[src/rtl/rsc_pkg.sv]
package rsc_pkg;
  typedef enum logic [1:0] {
    OP_DELIVER = 2'd0,
    OP_EOI     = 2'd1,
    OP_SCAN    = 2'd2,
    OP_CONFIG  = 2'd3
  } op_e;

  typedef enum logic [1:0] {
    ST_IDLE,
    ST_TRY,
    ST_WAIT,
    ST_SCAN
  } state_e;

  // Strobes from control to the source table; all act on the selected index.
  typedef struct packed {
    logic wrCfg;
    logic clrResend;
    logic setResend;
    logic setMaskPend;
    logic clrMaskPend;
  } strobe_t;
endpackage

[src/rtl/rsc_table.sv]
module rsc_table
  import rsc_pkg::*;
#(
  parameter int NUM_SRC = 8,
  parameter int PRIO_W  = 8,
  parameter int SRV_W   = 4,
  parameter int IDX_W   = 3
) (
  input  logic               clk,
  input  logic               rstN,
  input  strobe_t            stb,
  input  logic [IDX_W-1:0]   selIdx,
  input  logic [PRIO_W-1:0]  cfgPrio,
  input  logic [SRV_W-1:0]   cfgServer,
  input  logic [NUM_SRC-1:0] srcLevel,
  output logic [PRIO_W-1:0]  selPrio,
  output logic [SRV_W-1:0]   selServer,
  output logic               selMasked,
  output logic               selLevel,
  output logic               selMaskPend,
  output logic [NUM_SRC-1:0] resendVec
);
  localparam logic [PRIO_W-1:0] MASKED = '1;

  logic [PRIO_W-1:0]  prioQ   [NUM_SRC];
  logic [SRV_W-1:0]   serverQ [NUM_SRC];
  logic [NUM_SRC-1:0] resendQ;
  logic [NUM_SRC-1:0] maskPendQ;
  logic [NUM_SRC-1:0] levelQ;

  for (genvar i = 0; i < NUM_SRC; i++) begin : g_src
    logic hit;
    assign hit = (selIdx == IDX_W'(i));

    always_ff @(posedge clk) begin
      if (!rstN) begin
        prioQ[i]     <= MASKED;
        serverQ[i]   <= '0;
        resendQ[i]   <= 1'b0;
        maskPendQ[i] <= 1'b0;
      end else if (hit) begin
        if (stb.wrCfg) begin
          prioQ[i]   <= cfgPrio;
          serverQ[i] <= cfgServer;
        end
        if (stb.setResend)        resendQ[i] <= 1'b1;
        else if (stb.clrResend)   resendQ[i] <= 1'b0;
        if (stb.setMaskPend)      maskPendQ[i] <= 1'b1;
        else if (stb.clrMaskPend) maskPendQ[i] <= 1'b0;
      end
    end
  end

  always_ff @(posedge clk) begin
    if (!rstN) levelQ <= '0;
    else       levelQ <= srcLevel;
  end

  assign selPrio     = prioQ[selIdx];
  assign selServer   = serverQ[selIdx];
  assign selMasked   = (prioQ[selIdx] == MASKED);
  assign selLevel    = levelQ[selIdx];
  assign selMaskPend = maskPendQ[selIdx];
  assign resendVec   = resendQ;
endmodule

[src/rtl/rsc_ctrl.sv]
module rsc_ctrl
  import rsc_pkg::*;
#(
  parameter int NUM_SRC = 8,
  parameter int PRIO_W  = 8,
  parameter int IDX_W   = 3
) (
  input  logic               clk,
  input  logic               rstN,
  input  logic               cmdValid,
  input  logic [1:0]         cmdOp,
  input  logic [IDX_W-1:0]   cmdIdx,
  input  logic [PRIO_W-1:0]  cmdPrio,
  input  logic               rspValid,
  input  logic               rspOk,
  input  logic               rspRejValid,
  input  logic               rspRejIpi,
  input  logic [IDX_W-1:0]   rspRejIdx,
  input  logic               selMasked,
  input  logic               selLevel,
  input  logic               selMaskPend,
  input  logic [NUM_SRC-1:0] resendVec,
  output logic               cmdReady,
  output logic               dlvValid,
  output logic               mapSetValid,
  output logic [IDX_W-1:0]   selIdx,
  output logic [IDX_W-1:0]   curIdxOut,
  output strobe_t            stb
);
  localparam logic [IDX_W-1:0]  LAST   = IDX_W'(NUM_SRC - 1);
  localparam logic [PRIO_W-1:0] MASKED = '1;

  state_e           state, nState;
  logic [IDX_W-1:0] curIdx, nCur, scanIdx, nScan;
  logic             scanning, nScanning, doReturn;
  op_e              op;

  assign op        = op_e'(cmdOp);
  assign cmdReady  = (state == ST_IDLE);
  assign curIdxOut = curIdx;

  always_comb begin
    unique case (state)
      ST_IDLE: selIdx = cmdIdx;
      ST_SCAN: selIdx = scanIdx;
      default: selIdx = curIdx;
    endcase
  end

  always_comb begin
    stb         = '0;
    nState      = state;
    nCur        = curIdx;
    nScan       = scanIdx;
    nScanning   = scanning;
    dlvValid    = 1'b0;
    mapSetValid = 1'b0;
    doReturn    = 1'b0;
    unique case (state)
      ST_IDLE: if (cmdValid) begin
        nScanning = 1'b0;
        unique case (op)
          OP_DELIVER: begin nCur = cmdIdx; nState = ST_TRY; end
          OP_EOI: if (selLevel) begin nCur = cmdIdx; nState = ST_TRY; end
          OP_SCAN: begin nScan = '0; nScanning = 1'b1; nState = ST_SCAN; end
          OP_CONFIG: begin
            stb.wrCfg = 1'b1;
            if (selMaskPend && cmdPrio != MASKED) begin
              stb.clrMaskPend = 1'b1;
              nCur = cmdIdx;
              nState = ST_TRY;
            end
          end
        endcase
      end
      ST_TRY: begin
        stb.clrResend = 1'b1;
        if (selMasked) begin
          stb.setMaskPend = 1'b1;
          doReturn = 1'b1;
        end else begin
          dlvValid = 1'b1;
          nState = ST_WAIT;
        end
      end
      ST_WAIT: if (rspValid) begin
        if (!rspOk) begin
          stb.setResend = 1'b1;
          mapSetValid = 1'b1;
          doReturn = 1'b1;
        end else if (rspRejValid && !rspRejIpi) begin
          nCur = rspRejIdx;
          nState = ST_TRY;
        end else begin
          doReturn = 1'b1;
        end
      end
      ST_SCAN: begin
        if (resendVec[scanIdx]) begin
          nCur = scanIdx;
          nState = ST_TRY;
        end else begin
          doReturn = 1'b1;
        end
      end
    endcase
    if (doReturn) begin
      if (scanning && scanIdx != LAST) begin
        nScan = scanIdx + IDX_W'(1);
        nState = ST_SCAN;
      end else begin
        nState = ST_IDLE;
        nScanning = 1'b0;
      end
    end
  end

  always_ff @(posedge clk) begin
    if (!rstN) begin
      state    <= ST_IDLE;
      curIdx   <= '0;
      scanIdx  <= '0;
      scanning <= 1'b0;
    end else begin
      state    <= nState;
      curIdx   <= nCur;
      scanIdx  <= nScan;
      scanning <= nScanning;
    end
  end
endmodule

[src/rtl/resend_ctl.sv]
module resend_ctl
  import rsc_pkg::*;
#(
  parameter int NUM_SRC = 8,
  parameter int PRIO_W  = 8,
  parameter int SRV_W   = 4,
  localparam int IDX_W  = $clog2(NUM_SRC)
) (
  input  logic               clk,
  input  logic               rstN,
  input  logic               cmdValid,
  output logic               cmdReady,
  input  logic [1:0]         cmdOp,
  input  logic [IDX_W-1:0]   cmdIdx,
  input  logic [PRIO_W-1:0]  cmdPrio,
  input  logic [SRV_W-1:0]   cmdServer,
  input  logic [NUM_SRC-1:0] srcLevel,
  output logic               dlvValid,
  output logic [IDX_W-1:0]   dlvIdx,
  output logic [PRIO_W-1:0]  dlvPrio,
  output logic [SRV_W-1:0]   dlvServer,
  input  logic               rspValid,
  input  logic               rspOk,
  input  logic               rspRejValid,
  input  logic               rspRejIpi,
  input  logic [IDX_W-1:0]   rspRejIdx,
  output logic               mapSetValid,
  output logic [SRV_W-1:0]   mapSetServer
);
  strobe_t            stb;
  logic [IDX_W-1:0]   selIdx, curIdx;
  logic [PRIO_W-1:0]  selPrio;
  logic [SRV_W-1:0]   selServer;
  logic               selMasked, selLevel, selMaskPend;
  logic [NUM_SRC-1:0] resendVec;

  rsc_ctrl #(.NUM_SRC(NUM_SRC), .PRIO_W(PRIO_W), .IDX_W(IDX_W)) u_ctrl (
    .clk, .rstN, .cmdValid, .cmdOp, .cmdIdx, .cmdPrio,
    .rspValid, .rspOk, .rspRejValid, .rspRejIpi, .rspRejIdx,
    .selMasked, .selLevel, .selMaskPend, .resendVec,
    .cmdReady, .dlvValid, .mapSetValid, .selIdx, .curIdxOut(curIdx), .stb
  );

  rsc_table #(.NUM_SRC(NUM_SRC), .PRIO_W(PRIO_W), .SRV_W(SRV_W), .IDX_W(IDX_W)) u_table (
    .clk, .rstN, .stb, .selIdx, .cfgPrio(cmdPrio), .cfgServer(cmdServer), .srcLevel,
    .selPrio, .selServer, .selMasked, .selLevel, .selMaskPend, .resendVec
  );

  assign dlvIdx       = curIdx;
  assign dlvPrio      = selPrio;
  assign dlvServer    = selServer;
  assign mapSetServer = selServer;
endmodule

[config.mk]
export PLATFORM = sky130hd
export DESIGN_NAME = resend_ctl
export DESIGN_NICKNAME = d
export VERILOG_FILES = /design/src/rtl/rsc_pkg.sv /design/src/rtl/rsc_table.sv /design/src/rtl/rsc_ctrl.sv /design/src/rtl/resend_ctl.sv
export SDC_FILE = /design/constraint.sdc
export NUM_CORES = 1
export LEC_CHECK = 0
export BUFFER_PORTS_ARGS = -buffer_cell sky130_fd_sc_hd__buf_2
export CORE_ASPECT_RATIO = 1.1
export CORE_MARGIN = 4
export CORE_UTILIZATION = 54
export DETAILED_ROUTE_END_ITERATION = 10
export GPL_ROUTABILITY_DRIVEN = 0
export PLACE_DENSITY = 0.73
export SYNTH_ARGS = -nofsm -noshare
export SYNTH_HDL_FRONTEND = slang
export SYNTH_SLANG_ARGS = --single-unit
[constraint.sdc]
create_clock -name clk -period 3.5 [get_ports clk]
set_input_delay 0.525 -clock clk [delete_from_list [all_inputs] [get_ports clk]]
set_output_delay 0.525 -clock clk [all_outputs]
set_load 0.02 [all_outputs]
Word level (Yosys, flattened, before mapping). Memories as Yosys holds them, arrays and structs flattened. Index checks and enable logic that the tools add are counted.

Add/subtract/negate cells: 1. Multiply operators: 0. Divide/modulo/power cells: 0. Order comparisons: 2. Equality and inequality tests: 32. Shift operators: 0. Muxes and demuxes: 104. Bitwise operators: 16. Reductions and logical operators: 28.

Operators by type and width (number): $mux W8 (8); $mux W1 (57); $mux W3 (12); $mux W4 (8); $reduce_and A2 Y1 (16); $mux W2 (10); $pmux W3 S3 (2); $or A1 B1 Y1 (16); $pmux W2 S4 (2); $ne A3 B2 Y1 const B (5); $eq A3 B3 Y1 const B (4); $bmux W1 S3 (3); $reduce_and A9 Y1 (1); $eq A2 B2 Y1 const B (4); $eq A8 B8 Y1 const B (1); $lt A3 B4 Y1 const B (2); $ne A8 B8 Y1 const B (1); $reduce_and A8 Y1 (1); $eq A3 B2 Y1 const B (2); $ne A2 B2 Y1 const B (3); $ne A3 B1 Y1 const B (2); $ne A3 B3 Y1 const B (2); $pmux W3 S2 (1); $eq A2 B1 Y1 const B (2); 13 further kinds (18).

Bits in registers: 33. Latch bits: 0. RAM bits: 96. ROM bits: 0. Input port bits: 35. Output and inout port bits: 22. Logic and storage cells: 206. Memories kept: 2.

Memory list: u_table.prioQ (depth 8, width 8, read ports 1, clocked after memory_dff 0, write ports 8, line rsc_table.sv:25) `logic [PRIO_W-1:0] prioQ [NUM_SRC];`; u_table.serverQ (depth 8, width 4, read ports 1, clocked after memory_dff 0, write ports 8, line rsc_table.sv:26) `logic [SRV_W-1:0] serverQ [NUM_SRC];`.

Logic depth before layout (Yosys ltp). Gate-level depths: netlist (run 1).

Depth after elaboration: 11. Gate-level depth with buffers: 13. Mapped depth without buffers: 10.

Hierarchy. A second synthesis (run 1) with hierarchy kept.

Cell total of the unflattened synthesis: 516. Area total of the unflattened synthesis: 6481.2 sq um.

Modules (own cells, without submodules): rsc_table (times used 1, cells each 400, area each 5540.3 sq um, sequential area each 3363.2 sq um); rsc_ctrl (times used 1, cells each 112, area each 910.9 sq um, sequential area each 180.2 sq um); resend_ctl (times used 1, cells each 4, area each 30.0 sq um, sequential area each 0.0 sq um).

Worst setup path before layout (run 1). No wires, ideal clock.

Path kind: reg-to-output. From: reg u_ctrl.state[0]. To: out mapSetServer[1]. Arrival time: 2.839 ns. Required time: 2.975 ns. Setup slack: 0.136 ns. Cell stages (with the launch flop): 13. Buffers on the path: 5. Cell sequence: dfxtp_1 > inv_1 > ha_1 > buf_4 > a221o_2 > nand2_2 > buf_6 > buf_8 > buf_2 > mux4_2 > nand2_1 > nand2_1 > buf_4.

Cells in the longest elaborated chain, start to end: 3. Elaborated cells on any way between the ends: 4. Classes of those cells: 1 x eq/ne; 1 x mux; 1 x reduce/logical; 1 x memory.

RTL lines: start: declaration (line rsc_ctrl.sv:33) `state_e state, nState;`; start signal: assignment (line rsc_ctrl.sv:125) `state <= nState;`; $eq A2 B2 Y1 / $logic_not A2 Y1 (equally long branches) (line rsc_ctrl.sv:43) `unique case (state)`; $pmux W3 S2 (*) (line rsc_ctrl.sv:43); $mem_v2 Z8 W4 (*); end: declaration (line resend_ctl.sv:28) `output logic [SRV_W-1:0] mapSetServer`.

Every way passes the cells marked *; elsewhere a longest branch is shown, timed or not.

Worst setup path after layout (run 1).
From: reg u_ctrl.state[0]. To: out dlvValid.

Cells in the longest elaborated chain, start to end: 6. Elaborated cells on any way between the ends: 8. Classes of those cells: 3 x eq/ne; 3 x mux; 1 x reduce/logical; 1 x memory.

RTL lines: $eq A2 B2 Y1 / $logic_not A2 Y1 (equally long branches) (line rsc_ctrl.sv:43); $pmux W3 S2 (line rsc_ctrl.sv:43); $mem_v2 Z8 W8; $eq A8 B8 Y1 (line rsc_table.sv:61) `assign selMasked = (prioQ[selIdx] == MASKED);`; $mux W1 (line rsc_ctrl.sv:78) `if (selMasked) begin`; $mux W1 (*) (line rsc_ctrl.sv:59) `unique case (state)`; end: declaration (line resend_ctl.sv:18) `output logic dlvValid,`.

Marked as above.

==> run_results.csv, run 1 <==
group,metric,value,unit
clock_network,clock_latency,0.43,ns
critical_path,reg2reg_slack,0.40,ns
timing,setup_slack,0.0566,ns
timing,min_period_over_period,0.984,
placement,dp_hpwl,11700,microns
critical_path,slowest_delay,0.39,ns
die,initial_core_util,0.562,
yosys,synth.distinct_cells,61,
hold_path,min_path_type,"in2reg",
critical_path,crit_type,"reg2out",
grt,grt_first_pass_wirelength,27400,microns
yosys,synth_flop_cell,"edfxtp_1",
detailed_routing,drt_iter0_markers,581,
clock_network,numCtsBuffers,17,
pwr,comb_power_share,0.510,
critical_path,critPathMaxFanout,18,
pwr,swShare,0.396,
yosys,async_flop_share,0,
timing,fmax,290,MHz
timing,hold_viol,0,
grt,first_global_vias,4984,
finish,nNetsFinal,693,
detailed_routing,routed_via_density,6.30,
clock_network,clock_sinks,129,
die,core_area,11600,sq um
pwr,p_per_area,921,nW/um^2
clock_network,cts_tree,"built",
yosys,netlist_area,6550,sq um
hold_path,hp-start,"srcLevel[0]",
timing,slew_viol_final,0,
clock_network,htreeDepth,4,
flow_run,maxCapViolCount,0,
detailed_routing,wl,17800,microns
die,die_area,14000,sq um
critical_path,required,2.97,ns
status,status,"finished clean",
hold_path,min_to,"u_table.levelQ[0]$_SDFF_PN0_",
critical_path,worst_setup_path_start_kind,"flip-flop",
grt,grt_usage,0.260,
hold_path,holdPathStages,2,
finish,instances_no_fill,813,
pwr,pwr-share-seq,0.243,
yosys,ys_seq_elements,129,
yosys,synth_edf_count,96,
timing,setup_viol,0,
placement,io_buffers,56,
timing,period_minus_slack,3.44,ns
timing,rsz0062_at_grt,"yes",
die,rows,41,
yosys,ys_seq_area_frac,0.541,
finish,drive_gt1_frac,0.281,
clock_network,cts_hold_buf,0,
detailed_routing,vias,5119,
detailed_routing,avgRoutedWirePerCell,21.9,microns
pwr,power,7.36,mW
placement,dp.cells,764,
finish,final_util,0.686,
placement,dp_slack,-0.0180,ns
critical_path,crit_chain,"inv_4 -> ha_4 -> a221oi_4 -> nor2_4 -> buf_12 -> mux2i_1 -> mux2_4 -> nor4_4 -> o211ai_1 -> and2_4 -> buf_6",
detailed_routing,drc,0,
grt,grt_max_degree,73,
yosys,syn_inst,562,
detailed_routing,ant_nets,0,
pwr,power_frac_clock,0.246,
grt,grt_antenna_before_repair,0,
timing,tightest_slew,0.763,ns
yosys,synthesis.nets,605,
timing,finalSetupTns,0,ns
finish,syn_to_final_growth,22.0,%
yosys,synth.avg_cell_area,11.7,sq um
clock_network,clkSlewWorstSetupHoldPaths,0.06,ns
clock_network,cts_buffer_depth,2,
detailed_routing,first_pass_iters,5,
critical_path,endpoint_kind,"output port",
critical_path,worstPathArrival,2.92,ns
critical_path,reg2reg_to,"u_ctrl.scanIdx[0]$_SDFF_PN0_",
die,die_y,124,microns
timing,worst_clock_skew,0.0184,ns
grt,overflow,0,
pwr,p_int,4.44,mW
yosys,synth_warnings,0,
timing,max_slew_margin,0.491,
critical_path,cpMaxStageDelayCell,"dfxtp_4",
pwr,p_switching,2.92,mW
pwr,p_leak,2.75,nW
die,num_io_pins,57,
pwr,vdd_drop_max,0.000590,V
critical_path,regToRegStartpoint,"u_ctrl.state[0]$_SDFFE_PN0P_",
clock_network,cts_root_buffer,"clkbuf_16",
finish,n_antenna_cell,0,
critical_path,reg2reg_depth,10,
die,die-width,113,microns
-- per-stage QoR --
stage | instance area [sq um] | hold slack, ns
floorplan | 6550 | 0.454
global placement | 7070 | 0.469
detailed placement | 7070 | 0.476
CTS | 7790 | 0.298
global route | 7990 | 0.306
finish | 7990 | 0.306
-- critical path: cells and delay by family, from the launching register on --
| kind | cells | cell delay (ns) |
|---|---|---|
| simple gates | 3 | 0.63 |
| mux | 2 | 0.43 |
| compound gates | 2 | 0.41 |
| flops | 1 | 0.39 |
| buf+inv | 3 | 0.36 |
| fa+ha+maj | 1 | 0.29 |
-- Yosys cell counts (4+ instances only) --
master / n / area [sq um]
edfxtp_1: 96 / 2880
or3_1: 64 / 400
nand2_1: 52 / 195
nor2_1: 45 / 169
and2_1: 43 / 269
dfxtp_1: 33 / 661
mux2i_1: 29 / 290
o21ai_0: 21 / 105
clkbuf_1: 20 / 75.1
mux4_2: 13 / 293
nand3_1: 13 / 65.1
a22oi_1: 11 / 82.6
o21a_1: 9 / 67.6
a311oi_1: 8 / 70.1
buf_4: 8 / 60.1
ha_1: 8 / 100
buf_2: 6 / 30.0
o22ai_1: 6 / 37.5
inv_1: 5 / 18.8
mux2_2: 5 / 56.3
buf_6: 4 / 45.0
nand2b_1: 4 / 25.0
nand4_1: 4 / 25.0
nor2b_1: 4 / 25.0
-- registers in the layout, indices dropped and copies added, names as in the netlist --
register / count
u_table.levelQ: 8
u_table.serverQ: 32
u_ctrl.scanIdx: 3
u_ctrl.curIdxOut: 3
u_ctrl.state: 2
u_ctrl.scanning: 1
u_table.maskPendQ: 8
u_table.prioQ: 64
u_table.resendVec: 8
-- layout make-up --
cell class	instances	area [sq um]
fillers	828	3650
flip-flops and latches	129	3550
clock inverters	12	164
inverters	5	21.3
clock buffers	20	437
repair buffers	109	738
well taps	150	188
multi-input cells	388	2890
-- kinds of logic after synthesis --
logic type,Yosys count,share of synthesized area
adder cells (fa/ha/maj),8,0.0153
AND/OR/NAND/NOR,243,0.198
flip-flops,129,0.541
buffers and inverters,45,0.0380
multiplexers,48,0.102
AO/OA/AOI/OAI,89,0.107
-- power by group through the flow --
stage | Sequential, mW | Clock [mW] | Combinational, mW
global route | 1.80 | 1.89 | 3.96
floorplan | 1.80 | 0 | 2.26
detailed placement | 1.80 | 0 | 3.14
finish | 1.79 | 1.81 | 3.76
global placement | 1.80 | 0 | 3.09
CTS | 1.78 | 1.83 | 3.37
-- layer usage --
layer | up-vias | track usage | share of wire
met5 | - | 0 | 0
met4 | 0 | 0.119 | 0.028
met3 | 48 | 0.0592 | 0.084
met2 | 278 | 0.412 | 0.48
met1 | 2500 | 0.343 | 0.41
li1 | 2293 | - | -
-- cell usage in the layout, fill, tap and decap left out, types with 3 or more instances in the layout --
cell type  count
a21oi_1        3
a221oi_4       3
a22oi_1       11
a311oi_1       5
a311oi_2       3
and2_1        42
and3_1         3
buf_2         55
buf_4         47
buf_6          4
bufinv_16      4
clkbuf_1       3
clkbuf_16     18
clkinv_1       4
dfxtp_1       31
edfxtp_1      96
ha_1           6
inv_1          3
mux2_2         3
mux2i_1       29
mux4_2        13
nand2_1       49
nand2b_1       3
nand3_1       13
nand4_1        4
nor2_1        45
nor2_4         3
o21a_1         9
o21ai_0       13
o21ai_1        8
o22a_1         3
o22ai_1        5
or3_1         64
-- worst max-delay path by stage --
stage / start / endpoint
floorplan: u_ctrl.state[0]$_SDFFE_PN0P_ / mapSetServer[1]
global placement: u_ctrl.state[0]$_SDFFE_PN0P_ / dlvValid
detailed placement: u_ctrl.state[0]$_SDFFE_PN0P_ / dlvValid
CTS: u_ctrl.state[0]$_SDFFE_PN0P_ / dlvValid
global route: u_ctrl.state[0]$_SDFFE_PN0P_ / dlvValid
finish: u_ctrl.state[0]$_SDFFE_PN0P_ / dlvValid
-- repair_timing --
action | in CTS | in global routing
pin swaps | 5 | 8
gates resized for setup | 19 | 25
setup buffers | 6 | 11
setup endpoints to repair | 12 | 9
gates cloned | 0 | 1
No activity file was read; power rests on OpenSTA's default activity.
==> run 2: changes to the inputs <==
--- a/config.mk
+++ b/config.mk
@@ -8,10 +8,10 @@
 export BUFFER_PORTS_ARGS = -buffer_cell sky130_fd_sc_hd__buf_2
 export CORE_ASPECT_RATIO = 1.1
 export CORE_MARGIN = 4
-export CORE_UTILIZATION = 54
+export CORE_UTILIZATION = 60
 export DETAILED_ROUTE_END_ITERATION = 10
 export GPL_ROUTABILITY_DRIVEN = 0
-export PLACE_DENSITY = 0.73
+export PLACE_DENSITY = 0.77
 export SYNTH_ARGS = -nofsm -noshare
 export SYNTH_HDL_FRONTEND = slang
 export SYNTH_SLANG_ARGS = --single-unit
==> constraint.sdc (replaced) <==
create_clock -name clk -period 3.92 [get_ports clk]
set_input_delay 0.588 -clock clk [delete_from_list [all_inputs] [get_ports clk]]
set_output_delay 0.588 -clock clk [all_outputs]
set_load 0.02 [all_outputs]
==> run_results.csv, run 2 (synthesis results as in run 1) <==
group,metric,value,unit
hold_path,min_path_type,"in2reg",
pwr,p_per_area,789,nW/um^2
critical_path,crit_chain,"inv_1 -> ha_4 -> buf_4 -> a221oi_4 -> nor2_2 -> buf_12 -> mux2i_1 -> o22a_1 -> nor4_4 -> o211ai_1 -> and2_1 -> buf_2",
timing,hold_viol,0,
die,die_y,118,microns
timing,worst_clock_skew,0.00660,ns
critical_path,required,3.33,ns
timing,fmax,265,MHz
finish,instances_no_fill,778,
die,core_area,10500,sq um
clock_network,clock_sinks,129,
clock_network,cts_buffer_depth,2,
finish,nNetsFinal,665,
detailed_routing,first_pass_iters,6,
timing,setup_viol,0,
critical_path,endpoint_kind,"output port",
detailed_routing,avgRoutedWirePerCell,21.8,microns
clock_network,numCtsBuffers,17,
critical_path,path_buf_inv,4,
finish,largest_register_ffs,64,
placement,dp_hpwl,11400,microns
finish,final_common_cell,"edfxtp_1",
critical_path,cpMaxStageDelayCell,"dfxtp_1",
finish,fillers,717,
finish,final_util,0.724,
detailed_routing,vias,4963,
die,rows,39,
placement,io_buffers,56,
critical_path,critPathMaxFanout,21,
timing,tightest_slew,0.747,ns
grt,grt_first_pass_wirelength,26500,microns
finish,n_antenna_cell,0,
grt,overflow,0,
finish,final_cell_mix,"edfxtp_1 (96), or3_1 (64), buf_2 (56)",
die,num_io_pins,57,
timing,min_period_over_period,0.964,
placement,dp.cells,745,
clock_network,cts_tree,"built",
critical_path,worstPathArrival,3.19,ns
die,die-width,108,microns
detailed_routing,ant_nets,0,
timing,slew_viol_final,0,
clock_network,htreeDepth,4,
timing,max_slew_margin,0.501,
pwr,power,6.02,mW
timing,period_minus_slack,3.78,ns
die,die_area,12700,sq um
die,initial_core_util,0.621,
pwr,p_leak,2.58,nW
detailed_routing,drt_iter0_markers,539,
detailed_routing,routed_via_density,6.38,
finish,regMostFlops,"u_table.prioQ",
status,status,"finished clean",
flow_run,maxCapViolCount,0,
critical_path,worst_setup_path_start_kind,"flip-flop",
detailed_routing,wl,17000,microns
finish,largestRegisters,"u_table.prioQ x64, u_table.serverQ x32",
clock_network,clock_latency,0.42,ns
pwr,vdd_drop_max,0.000462,V
critical_path,cp_top_family,"compound AO/OA/AOI/OAI gates",
finish,drive_gt1_frac,0.235,
grt,first_global_vias,4958,
grt,grt_antenna_before_repair,0,
finish,syn_to_final_growth,16.5,%
critical_path,slowest_delay,0.39,ns
clock_network,cts_root_buffer,"clkbuf_16",
critical_path,crit_type,"reg2out",
clock_network,clkSlewWorstSetupHoldPaths,0.06,ns
grt,grt_usage,0.278,
grt,grt_max_degree,73,
detailed_routing,drc,0,
[run 2: cell count changes in the layout (fill, tap and decap cells not counted), sizes merged]
cell / before / now
buf: 108 / 81
bufinv: 4 / 3
inv: 6 / 8
clkinv: 5 / 4
clkinvlp: 2 / 5
clkbuf: 21 / 17
[run 2: path summary, 6_finish.rpt]
check,depth (start not counted),start,endpoint,slack [ns]
hold reg to reg,2,u_ctrl.scanning$_SDFF_PN0_,u_ctrl.scanning$_SDFF_PN0_,0.48
setup / recovery,12,u_ctrl.state[0]$_SDFFE_PN0P_,dlvValid,0.14
setup reg to reg,13,u_ctrl.state[0]$_SDFFE_PN0P_,u_ctrl.scanIdx[0]$_SDFF_PN0_,0.66
hold / removal,2,srcLevel[1],u_table.levelQ[1]$_SDFF_PN0_,0.38
[run 2: per-stage QoR]
| stage | area (sq um) | setup TNS, ns | hold WS, ns | setup slack [ns] |
|---|---|---|---|---|
| after floorplan | 6550 | 0 | 0.454 | 0.493 |
| after global placement | 6980 | 0 | 0.468 | 0.425 |
| after detailed placement | 6980 | 0 | 0.473 | 0.344 |
| after CTS | 7600 | 0 | 0.372 | 0.0377 |
| after global routing | 7630 | -0.00262 | 0.375 | -0.00262 |
| final | 7630 | 0 | 0.379 | 0.142 |
[run 2: repair_timing]
item,CTS,global route
resized for setup,2,4
pin swaps,0,1
endpoints found under the setup margin,1,1
setup buffers,0,1
hold buffers,0,0
[run 2: area by class of cell]
class | instances | area (sq um) | area share
inverters | 5 | 18.8 | 0.00246
multi-input cells | 388 | 2790 | 0.365
flip-flops and latches | 129 | 3540 | 0.464
well taps | 143 | 179 | 0.0234
clock buffers | 17 | 425 | 0.0557
clock inverters | 15 | 185 | 0.0243
repair buffers | 81 | 493 | 0.0646
[run 2: power breakdown]
group,total [mW],switching (mW),internal [mW]
sequential,1.59,0.0405,1.55
clock,1.62,0.615,1.01
combinational,2.82,1.82,1.00
total,6.02,2.47,3.55
[run 2: routing by layer]
metal | share of wire | track usage | vias to the layer above
met1 | 0.37 | 0.340 | 2386
met4 | 0.047 | 0.147 | 0
met5 | 0 | 0 | -
met3 | 0.074 | 0.0598 | 70
met2 | 0.51 | 0.457 | 263
li1 | - | - | 2244
